**config.mk**
```make
export PLATFORM = sky130hd
export DESIGN_NAME = smb_idx_slave
export DESIGN_NICKNAME = d
export VERILOG_FILES = /design/src/rtl/smb_pkg.sv /design/src/rtl/smb_line_sync.sv /design/src/rtl/smb_proto_fsm.sv /design/src/rtl/smb_wr_gate.sv /design/src/rtl/smb_idx_slave.sv
export SDC_FILE = /design/constraint.sdc
export NUM_CORES = 1
export LEC_CHECK = 0
export ABC_CLOCK_PERIOD_IN_PS = 2200
export BUFFER_PORTS_ARGS = -buffer_cell sky130_fd_sc_hd__buf_2
export CAP_MARGIN = 20
export CORE_MARGIN = 2
export CORE_UTILIZATION = 54
export CTS_CLUSTER_SIZE = 8
export DETAILED_ROUTE_END_ITERATION = 8
export PLACE_DENSITY = 0.77
export SYNTH_ARGS = -nofsm -noshare
export SYNTH_HDL_FRONTEND = slang
export SYNTH_SLANG_ARGS = --single-unit
```
**constraint.sdc**
```tcl
create_clock -name clk -period 2.2 [get_ports clk]
set_clock_uncertainty 0.2 [all_clocks]
set_input_delay 0.33 -clock clk [delete_from_list [all_inputs] [get_ports clk]]
set_output_delay 0.33 -clock clk [all_outputs]
set_load 0.005 [all_outputs]
```
**src/rtl/smb_pkg.sv**
```systemverilog
// Package: shared types for the indexed two-wire register slave.
// Assumes one byte per bus transfer and synchronous sampling of both lines.
package smb_pkg;

    localparam int BYTE_W = 8;

    // Bus-level events produced by the line synchronizer
    typedef struct packed {
        logic start;   // SDA fell while SCL high
        logic stop;    // SDA rose while SCL high
        logic rise;    // SCL rising edge
        logic fall;    // SCL falling edge
        logic sda;     // synchronized SDA level
    } smb_line_ev_t;

    // Bit-engine states
    typedef enum logic [2:0] {
        ST_IDLE,
        ST_RX,
        ST_RX_ACK,
        ST_TX,
        ST_TX_ACK,
        ST_HOLD
    } smb_state_e;

    // Meaning of the next byte received from the host
    typedef enum logic [1:0] {
        PH_ADDR,
        PH_OFFSET,
        PH_COUNT,
        PH_DATA
    } smb_phase_e;

endpackage

```
**src/rtl/smb_line_sync.sv**
```systemverilog
// Module: smb_line_sync
// Brings SCL and SDA into the clk domain through SYNC_STAGES flops each and
// derives START, STOP and SCL edge events from the synchronized levels.
// Assumes the bus is idle-high and SCL is slow against clk (several clks per phase).
module smb_line_sync #(
    parameter int SYNC_STAGES = 2
) (
    input  logic                 clk,
    input  logic                 rst_n,
    input  logic                 scl_i,
    input  logic                 sda_i,
    output smb_pkg::smb_line_ev_t ev,
    output logic                 scl_lvl
);
    localparam int TOP = SYNC_STAGES - 1;

    logic [SYNC_STAGES-1:0] scl_sr;
    logic [SYNC_STAGES-1:0] sda_sr;
    logic                   scl_q;
    logic                   sda_q;
    logic                   scl_s;
    logic                   sda_s;

    // Synchronizer chains, reset to the idle-high bus level
    generate
        if (SYNC_STAGES == 1) begin : g_one
            always_ff @(posedge clk) begin
                if (!rst_n) begin
                    scl_sr <= '1;
                    sda_sr <= '1;
                end else begin
                    scl_sr <= scl_i;
                    sda_sr <= sda_i;
                end
            end
        end else begin : g_many
            always_ff @(posedge clk) begin
                if (!rst_n) begin
                    scl_sr <= '1;
                    sda_sr <= '1;
                end else begin
                    scl_sr <= {scl_sr[TOP-1:0], scl_i};
                    sda_sr <= {sda_sr[TOP-1:0], sda_i};
                end
            end
        end
    endgenerate

    assign scl_s = scl_sr[TOP];
    assign sda_s = sda_sr[TOP];

    // One-cycle history of the synchronized levels for edge detection
    always_ff @(posedge clk) begin
        if (!rst_n) begin
            scl_q <= 1'b1;
            sda_q <= 1'b1;
        end else begin
            scl_q <= scl_s;
            sda_q <= sda_s;
        end
    end

    // Event decode from current and previous synchronized levels
    always_comb begin
        ev.start = scl_s & scl_q & sda_q & ~sda_s;
        ev.stop  = scl_s & scl_q & ~sda_q & sda_s;
        ev.rise  = scl_s & ~scl_q;
        ev.fall  = ~scl_s & scl_q;
        ev.sda   = sda_s;
    end

    assign scl_lvl = scl_s;

endmodule

```
**src/rtl/smb_proto_fsm.sv**
```systemverilog
// Module: smb_proto_fsm
// Bit and byte engine of the indexed slave: decodes address, offset and count,
// issues write requests, serializes the count and read data, and decides ACK/NACK.
// Assumes events from smb_line_sync; SDA only changes on detected SCL falls.
module smb_proto_fsm
    import smb_pkg::*;
#(
    parameter int                REG_AW   = 5,
    parameter logic [6:0]        DEV_ADDR = 7'h69,
    parameter logic [BYTE_W-1:0] CNT_RST  = 8'd8
) (
    input  logic              clk,
    input  logic              rst_n,
    input  smb_line_ev_t      ev,
    input  logic [BYTE_W-1:0] rd_data,
    output logic [REG_AW-1:0] rd_idx,
    output logic              wr_req,
    output logic [REG_AW-1:0] wr_idx,
    output logic [BYTE_W-1:0] wr_byte,
    output logic              sda_oe
);
    localparam int          BIT_CW  = $clog2(BYTE_W + 1);
    localparam logic [BIT_CW-1:0] LAST_RX = BIT_CW'(BYTE_W);
    localparam logic [BIT_CW-1:0] LAST_TX = BIT_CW'(BYTE_W - 1);

    smb_state_e        state;
    smb_phase_e        phase;
    logic [BIT_CW-1:0] bitcnt;
    logic [BYTE_W-1:0] shreg;
    logic [BYTE_W-1:0] txsh;
    logic [REG_AW-1:0] ptr;
    logic [BYTE_W-1:0] remain;
    logic [BYTE_W-1:0] rd_cnt;
    logic              ack_q;
    logic              go_tx;
    logic              addr_hit;

    assign addr_hit = (shreg[BYTE_W-1:1] == DEV_ADDR);
    assign rd_idx   = ptr;

    // Protocol state machine: one branch per bus event, START and STOP win
    always_ff @(posedge clk) begin
        if (!rst_n) begin
            state   <= ST_IDLE;
            phase   <= PH_ADDR;
            bitcnt  <= '0;
            shreg   <= '0;
            txsh    <= '1;
            ptr     <= '0;
            remain  <= '0;
            rd_cnt  <= CNT_RST;
            ack_q   <= 1'b0;
            go_tx   <= 1'b0;
            sda_oe  <= 1'b0;
            wr_req  <= 1'b0;
            wr_idx  <= '0;
            wr_byte <= '0;
        end else begin
            wr_req <= 1'b0;
            if (ev.start) begin
                state  <= ST_RX;
                phase  <= PH_ADDR;
                bitcnt <= '0;
                sda_oe <= 1'b0;
            end else if (ev.stop) begin
                state  <= ST_IDLE;
                sda_oe <= 1'b0;
            end else begin
                unique case (state)
                    ST_RX: begin
                        if (ev.rise) begin
                            shreg  <= {shreg[BYTE_W-2:0], ev.sda};
                            bitcnt <= bitcnt + 1'b1;
                        end else if (ev.fall && bitcnt == LAST_RX) begin
                            state <= ST_RX_ACK;
                            ack_q <= 1'b0;
                            go_tx <= 1'b0;
                            unique case (phase)
                                PH_ADDR: begin
                                    if (addr_hit) begin
                                        ack_q  <= 1'b1;
                                        sda_oe <= 1'b1;
                                        if (shreg[0]) begin
                                            go_tx  <= 1'b1;
                                            txsh   <= rd_cnt;
                                            remain <= rd_cnt;
                                        end else begin
                                            phase <= PH_OFFSET;
                                        end
                                    end
                                end
                                PH_OFFSET: begin
                                    ptr    <= shreg[REG_AW-1:0];
                                    ack_q  <= 1'b1;
                                    sda_oe <= 1'b1;
                                    phase  <= PH_COUNT;
                                end
                                PH_COUNT: begin
                                    if (shreg != '0) begin
                                        remain <= shreg;
                                        rd_cnt <= shreg;
                                        ack_q  <= 1'b1;
                                        sda_oe <= 1'b1;
                                        phase  <= PH_DATA;
                                    end
                                end
                                PH_DATA: begin
                                    if (remain != '0) begin
                                        ack_q   <= 1'b1;
                                        sda_oe  <= 1'b1;
                                        wr_req  <= 1'b1;
                                        wr_idx  <= ptr;
                                        wr_byte <= shreg;
                                        ptr     <= ptr + 1'b1;
                                        remain  <= remain - 1'b1;
                                    end
                                end
                                default: ;
                            endcase
                        end
                    end
                    ST_RX_ACK: begin
                        if (ev.fall) begin
                            bitcnt <= '0;
                            if (!ack_q) begin
                                state  <= ST_HOLD;
                                sda_oe <= 1'b0;
                            end else if (go_tx) begin
                                state  <= ST_TX;
                                sda_oe <= ~txsh[BYTE_W-1];
                            end else begin
                                state  <= ST_RX;
                                sda_oe <= 1'b0;
                            end
                        end
                    end
                    ST_TX: begin
                        if (ev.fall) begin
                            if (bitcnt == LAST_TX) begin
                                state  <= ST_TX_ACK;
                                sda_oe <= 1'b0;
                                bitcnt <= '0;
                            end else begin
                                txsh   <= {txsh[BYTE_W-2:0], 1'b0};
                                sda_oe <= ~txsh[BYTE_W-2];
                                bitcnt <= bitcnt + 1'b1;
                            end
                        end
                    end
                    ST_TX_ACK: begin
                        if (ev.rise && ev.sda) begin
                            state <= ST_HOLD;
                        end else if (ev.fall) begin
                            state <= ST_TX;
                            if (remain != '0) begin
                                txsh   <= rd_data;
                                sda_oe <= ~rd_data[BYTE_W-1];
                                ptr    <= ptr + 1'b1;
                                remain <= remain - 1'b1;
                            end else begin
                                txsh   <= '1;
                                sda_oe <= 1'b0;
                            end
                        end
                    end
                    default: ;
                endcase
            end
        end
    end

endmodule

```
**src/rtl/smb_wr_gate.sv**
```systemverilog
// Module: smb_wr_gate
// Registers write requests towards the register file and drops any request
// aimed at an index flagged read-only in RO_MASK.
// Assumes at most one request per clk; the strobe lasts one clk.
module smb_wr_gate #(
    parameter int                       REG_AW  = 5,
    parameter logic [(1<<REG_AW)-1:0]   RO_MASK = '0
) (
    input  logic              clk,
    input  logic              rst_n,
    input  logic              req,
    input  logic [REG_AW-1:0] idx,
    input  logic [7:0]        din,
    output logic              wr_en,
    output logic [REG_AW-1:0] wr_addr,
    output logic [7:0]        wr_data
);
    localparam int REG_NUM = 1 << REG_AW;

    logic [REG_NUM-1:0] writable;

    // Per-register write permission derived from the read-only mask
    generate
        for (genvar i = 0; i < REG_NUM; i++) begin : g_perm
            assign writable[i] = ~RO_MASK[i];
        end
    endgenerate

    // Output register for the file write port
    always_ff @(posedge clk) begin
        if (!rst_n) begin
            wr_en   <= 1'b0;
            wr_addr <= '0;
            wr_data <= '0;
        end else begin
            wr_en   <= req & writable[idx];
            wr_addr <= idx;
            wr_data <= din;
        end
    end

endmodule

```
**src/rtl/smb_idx_slave.sv**
```systemverilog
// Module: smb_idx_slave (top)
// Two-wire bus slave with indexed block/byte read and write into an external
// 32-byte register file. Chains line synchronizer, protocol engine and write gate.
// Assumes SCL phases span several clk periods; no clock stretching is done.
module smb_idx_slave #(
    parameter int                     REG_AW      = 5,
    parameter int                     SYNC_STAGES = 2,
    parameter logic [6:0]             DEV_ADDR    = 7'h69,
    parameter logic [7:0]             CNT_RST     = 8'd8,
    parameter logic [(1<<REG_AW)-1:0] RO_MASK     = 'hC0
) (
    input  logic              clk,
    input  logic              rst_n,
    input  logic              scl_i,
    input  logic              sda_i,
    output logic              sda_oe,
    output logic              reg_wr_en,
    output logic [REG_AW-1:0] reg_wr_addr,
    output logic [7:0]        reg_wr_data,
    output logic [REG_AW-1:0] reg_rd_addr,
    input  logic [7:0]        reg_rd_data
);
    smb_pkg::smb_line_ev_t line_ev;
    logic                  scl_lvl;
    logic                  wr_req;
    logic [REG_AW-1:0]     wr_idx;
    logic [7:0]            wr_byte;

    smb_line_sync #(
        .SYNC_STAGES(SYNC_STAGES)
    ) u_sync (
        .clk    (clk),
        .rst_n  (rst_n),
        .scl_i  (scl_i),
        .sda_i  (sda_i),
        .ev     (line_ev),
        .scl_lvl(scl_lvl)
    );

    smb_proto_fsm #(
        .REG_AW  (REG_AW),
        .DEV_ADDR(DEV_ADDR),
        .CNT_RST (CNT_RST)
    ) u_fsm (
        .clk    (clk),
        .rst_n  (rst_n),
        .ev     (line_ev),
        .rd_data(reg_rd_data),
        .rd_idx (reg_rd_addr),
        .wr_req (wr_req),
        .wr_idx (wr_idx),
        .wr_byte(wr_byte),
        .sda_oe (sda_oe)
    );

    smb_wr_gate #(
        .REG_AW (REG_AW),
        .RO_MASK(RO_MASK)
    ) u_gate (
        .clk    (clk),
        .rst_n  (rst_n),
        .req    (wr_req),
        .idx    (wr_idx),
        .din    (wr_byte),
        .wr_en  (reg_wr_en),
        .wr_addr(reg_wr_addr),
        .wr_data(reg_wr_data)
    );

endmodule

```
# Word level (Yosys, flattened, before mapping)

Memory sizes are Yosys's and may differ from the RTL's. A register that Yosys moved wholly into a read port is not among the register bits.
Index checks and enable logic that the tools add are counted.
W data, S select, Z words.

Register bits: 83
Bits in read-only memories: 32
Input bits: 12
Word-level logic and storage cells: 185
Memories kept: 1

Add/subtract/negate cells: 3
Magnitude comparators: 1
Eq/ne operators: 38
Multiplexer cells: 72
Bitwise operators: 22
Reduce and logical (&&, ||, !) cells: 26

Memories:

| memory          | depth | width | rd ports | clocked after Yosys merged registers in | wr ports | line              | source |
|---|---|---|---|---|---|---|---|
| (no name shown) | 32    | 1     | 1        | 1                                       | 0        | smb_wr_gate.sv:36 | `wr_en <= req & writable[idx];` |

Operators with widths:

| kind                 | count |
|---|---|
| $mux W8              | 16 |
| $pmux W8 S3          | 2 |
| $mux W5              | 7 |
| $reduce_and A7 Y1    | 4 |
| $mux W3              | 8 |
| $mux W1              | 22 |
| $ne A2 B1 Y1 const B | 10 |
| $ne A4 B3 Y1 const B | 5 |
| $pmux W5 S2          | 2 |
| $mux W4              | 4 |
| $pmux W8 S2          | 1 |
| $reduce_and A8 Y1    | 2 |
| $reduce_bool A8 Y1   | 2 |
| $ne A3 B2 Y1 const B | 5 |
| $not A1 Y1           | 14 |
| $pmux W1 S4          | 3 |
| $pmux W3 S4          | 1 |
| $pmux W4 S3          | 1 |
| $reduce_and A12 Y1   | 1 |
| $reduce_and A11 Y1   | 1 |
| $ne A2 B2 Y1 const B | 5 |
| $reduce_and A10 Y1   | 1 |
| $reduce_and A5 Y1    | 2 |
| $reduce_bool A3 Y1   | 3 |
| other kinds (27)     | 40 |

# Depth between registers and ports, before layout

Depth in word-level cells: 8
Mapped depth: 9
Mapped depth without buffers: 7

# Cells and area by module

Synthesis repeated with hierarchy kept, for this count alone.

Cell total of the unflattened synthesis: 506
Area total of the unflattened synthesis: 4,157.7 µm²

By module, submodules not included:

| module        | instances | cells each | area each (µm²) |
|---|---|---|---|
| smb_proto_fsm | 1         | 458        | 3,550.9 |
| smb_wr_gate   | 1         | 31         | 409.1 |
| smb_line_sync | 1         | 17         | 197.7 |

# Least setup slack after synthesis

No wires, ideal clock.

Path type: reg-to-reg
Start: register u_fsm.remain[0]
End: register u_fsm.remain[3]
Library setup time: 0.116 ns
Data arrival time: 1.902 ns
Data required time: 1.884 ns
Setup slack: -0.018 ns
Stages on the path, launching flop included: 8
Path buffers: 0
Path through: dfxtp_1 > inv_1 > ha_1 > or3b_2 > o22ai_2 > nor2_1 > o311a_1 > a31o_1

Word-level cells in the longest chain between the ends: 6
Elaborated cells on any way between the ends: 9
Classes of those cells: add/sub: 1; mux: 7; reduce/logical: 1

RTL lines:

| item                                                       | line                                       | source |
|---|---|---|
| from (decl)                                                | smb_proto_fsm.sv:32                        | `logic [BYTE_W-1:0] remain;` |
| from (signal assigned)                                     | smb_proto_fsm.sv:86                        | `remain <= rd_cnt;` |
| from (signal assigned)                                     | smb_proto_fsm.sv:100                       | `remain <= shreg;` |
| from (signal assigned)                                     | smb_proto_fsm.sv:115                       | `remain <= remain - 1'b1;` |
| $sub A8 B1 Y8 / $reduce_bool A8 Y1 (equally long branches) | --                                         |  |
| $mux W8 (*)                                                | smb_proto_fsm.sv:108, smb_proto_fsm.sv:155 |  |
| $pmux W8 S3                                                | smb_proto_fsm.sv:78                        | `unique case (phase)` |
| $mux W8                                                    | smb_proto_fsm.sv:74                        | `end else if (ev.fall && bitcnt == LAST_RX) begin` |
| $mux W8                                                    | smb_proto_fsm.sv:71                        | `if (ev.rise) begin` |
| $pmux W8 S2 (*)                                            | smb_proto_fsm.sv:69                        | `unique case (state)` |

Every way passes the cells marked *; elsewhere a longest branch is shown, timed or not. The select of a mux whose other input is x is not followed.
A chain may end at the register's enable or synchronous reset.

# Worst setup path after layout

Start: register u_fsm.shreg[3]
End: register u_fsm.remain[7]

Word-level cells in the longest chain between the ends: 3
Elaborated cells on any way between the ends: 5
Classes of those cells: eq/ne: 3; reduce/logical: 2

RTL lines:

| item                                                      | line                                     | source |
|---|---|---|
| from (decl)                                               | smb_proto_fsm.sv:29                      | `logic [BYTE_W-1:0] shreg;` |
| from (signal assigned)                                    | smb_proto_fsm.sv:72                      | `shreg <= {shreg[BYTE_W-2:0], ev.sda};` |
| $eq A7 B7 Y1 / $reduce_bool A8 Y1 (equally long branches) | smb_proto_fsm.sv:38, smb_proto_fsm.sv:99 |  |
| $ne A3 B2 Y1 (no source line)                             | --                                       |  |
| $reduce_and A11 Y1 (no source line) (*)                   | --                                       |  |

Every way passes the cells marked *; elsewhere a longest branch is shown, timed or not.

==> out/results.ini <==
[die]
fp.coreArea_mm2 = 0.007607
fp.dieW_um = 91.91
start_util_pct = 54.85
rows = 32
die_h_um = 91.91
die-area_mm2 = 0.008447
ioPinCount = 32

[run_status]
status = finished, final reports clean

[cells_and_area]
antenna_cells = 0
finish.net_count = 589
layout_commonest_cell = dfxtp_1
num-fill-cells = 643
multi_input_area_mm2 = 0.002298
seqCellArea_mm2 = 0.001683
area_growth_pct = 18.53
drive_above_1_share_pct = 22.03
final_area_mm2 = 0.004946
layout_common_cells = 83 x dfxtp_1, 74 x nand2_1, 53 x a21oi_1
final_cells = 674

[pwr]
p_total_mw = 2.794
intPower_mw = 2.043
pwr-share-clk_pct = 39.6
power_density_mw_per_mm2 = 564.9
switching_power_mw = 0.7507
swShare_pct = 26.87
seqPwrFrac_pct = 55.4
leakage_nw = 1.962
peakVddDrop_v = 0.0003139
power_frac_comb_pct = 5.0

[sta]
hold_viol = 0
tightest_slew_ns = 0.5898
period_share_pct = 98.59
finalSetupViolCount = 0
max_freq_mhz = 461.0
min_period_ns = 2.169
drv_slew = 0
relSlewSlack_pct = 60.63

[clocking]
cts_buffers = 9
clk_latency_ns = 0.37
tritoncts = yes
clockBufferDepth = 2
cts_htree_levels = 3
cts.sinks = 84
root_buffer = clkbuf_8
path_clk_slew_ns = 0.10

[drt]
drc_errors = 0
wl_mm = 10.99
drt-wirelength-per-cell_um = 16.30
drtIter0Drc = 340
vias = 4031
ant_nets = 0
vias_per_cell = 5.981
firstDrtPassIters = 6

[critical_path]
critical_path_arrival_ns = 2.21
r2r_cells = 6
crit_required_ns = 2.24
end_kind = register
crit_fanout = 9
startpoint_type = register
critical_path_class = register to register

[min_path]
hp-class = primary input to register
hold_depth = 3

[placed_design]
place_hpwl_mm = 7.811
placed_cells = 655
gp_congestion = 0.9493
port_buffers = 31
placed_cell_area_mm2 = 0.004668

[logic_synthesis]
synth_fp_nets = 533
synth_edf_count = 0
ys_ff_latch = 84
synthFlopType = dfxtp_1
syn_area_per_cell_um2 = 8.166
seq_area_frac_synth_pct = 40.30
synth-async-reset-ratio_pct = 0
syn_area_mm2 = 0.004173
yosysWarnings = 0
synth_cell_types = 67
syn_inst = 511

[global_routing]
grt_max_degree = 50
track_usage_pct = 26.45
grt_pass1_vias = 3614
grt_overflow = 0
antenna_found_initial = 0
grt_pass1_wl_mm = 17.88

[job]
cap_violations = 0

==> sequential cells by signal (all words and copies together) (netlist names), 3 cells and up, named ones only <==
register and count:
u_fsm.rd_cnt 8, u_fsm.remain 8, u_fsm.shreg 8, u_fsm.txsh 8, u_fsm.wr_byte 8, u_gate.wr_data 8, u_fsm.rd_idx 5, u_fsm.wr_idx 5
u_gate.wr_addr 5, u_fsm.bitcnt 4, u_fsm.state 3
==> cells in the mapped netlist (4+ instances only) <==
cell type	count	area share [%]
dfxtp_1	84	40
o211ai_1	8	1.4
nand4_1	4	0.60
nand2_1	75	6.7
or3_1	4	0.60
nor2b_1	6	0.90
o21ai_0	29	3.5
inv_1	13	1.2
clkbuf_1	21	1.9
ha_1	10	3.0
o311ai_0	4	0.84
nor4_1	8	1.2
and2_1	13	1.9
o311a_1	5	1.2
nand3_1	34	4.1
buf_6	4	1.1
o22ai_1	5	0.75
a21oi_1	53	6.4
nor3b_1	9	1.6
nand2b_1	10	1.5
nor3_1	5	0.60
nand3b_1	4	0.72
buf_2	8	0.96
nor2_1	27	2.4
o32ai_1	5	1.0
==> critical path: stages, from the launching register on <==
cell and delay [ns]:
dfxtp_1 0.32, or4b_4 0.57, o21ai_2 0.18, a21oi_2 0.10, buf_6 0.15, o311ai_0 0.39
o41ai_1 0.14
==> cell type report <==
type                    count  share of cell area [%]
well taps                 102                   2.580
multi-input cells         377                   46.47
repair buffers             82                   11.89
clock buffers               9                   2.504
inverters                  13                  0.9866
flip-flops and latches     84                   34.02
clock inverters             7                   1.543
==> routing by layer <==
metal / up-vias / part of all wire (%) / wire [um] / track usage [%]
li1: 1953 / - / - / -
met1: 1904 / 44 / 4829 / 35.91
met2: 157 / 48 / 5264 / 42.22
met3: 17 / 6.4 / 705 / 4.191
met4: 0 / 1.7 / 189 / 10.45
met5: - / 0 / 0 / 0
==> per-stage QoR <==
step | hold WS [ns] | util, % | setup slack, ns | TNS, ns
2_1_floorplan | 0.1863 | - | 0.02190 | 0
3_3_place_gp | 0.1945 | 61.37 | 0.07769 | 0
3_5_place_dp | 0.1956 | 61.37 | 0.01316 | 0
4_1_cts | 0.1075 | 64.26 | 0.009433 | 0
5_1_grt | 0.1233 | 65.02 | -0.01230 | -0.01230
6_report | 0.1172 | 65.02 | 0.03093 | 0
==> kinds of logic (layout without fill, tap and decap cells) <==
logic type | Yosys count | after routing | share of synthesized area [%]
AO/OA/AOI/OAI | 147 | 147 | 23.06
multiplexers | 2 | 2 | 0.4798
XOR/XNOR | 1 | 1 | 0.2099
AND/OR/NAND/NOR | 217 | 217 | 27.17
buffers and inverters | 50 | 111 | 5.787
adder cells (fa/ha/maj) | 10 | 10 | 2.999
flip-flops | 84 | 84 | 40.30
==> worst paths after layout <==
path                               start                            to  slack [ns]
min reg2reg  u_sync.sda_sr[0]$_SDFF_PN1_   u_sync.sda_sr[1]$_SDFF_PN1_        0.22
max          u_fsm.shreg[3]$_SDFFE_PN0P_  u_fsm.remain[7]$_SDFFE_PN0P_        0.03
min                       reg_rd_data[4]    u_fsm.txsh[4]$_SDFFE_PN1P_        0.12
max reg2reg  u_fsm.shreg[3]$_SDFFE_PN0P_  u_fsm.remain[7]$_SDFFE_PN0P_        0.03
==> power groups by stage <==
stage | clock (mW) | sequential [mW] | combinational, mW
floorplan | 0 | 1.58 | 0.0837
CTS | 1.12 | 1.55 | 0.137
detailed placement | 0 | 1.58 | 0.133
global route | 1.19 | 1.55 | 0.153
global placement | 0 | 1.58 | 0.131
finish | 1.11 | 1.55 | 0.141
==> timing repair <==
action | 4_1_cts | 5_1_grt
hold endpoints to repair | 2 | 0
gates resized for setup | 0 | 15
hold buffers | 2 | 0
setup endpoints to repair | 0 | 32
setup buffers | 0 | 1
No activity file was read; power rests on OpenSTA's default activity.
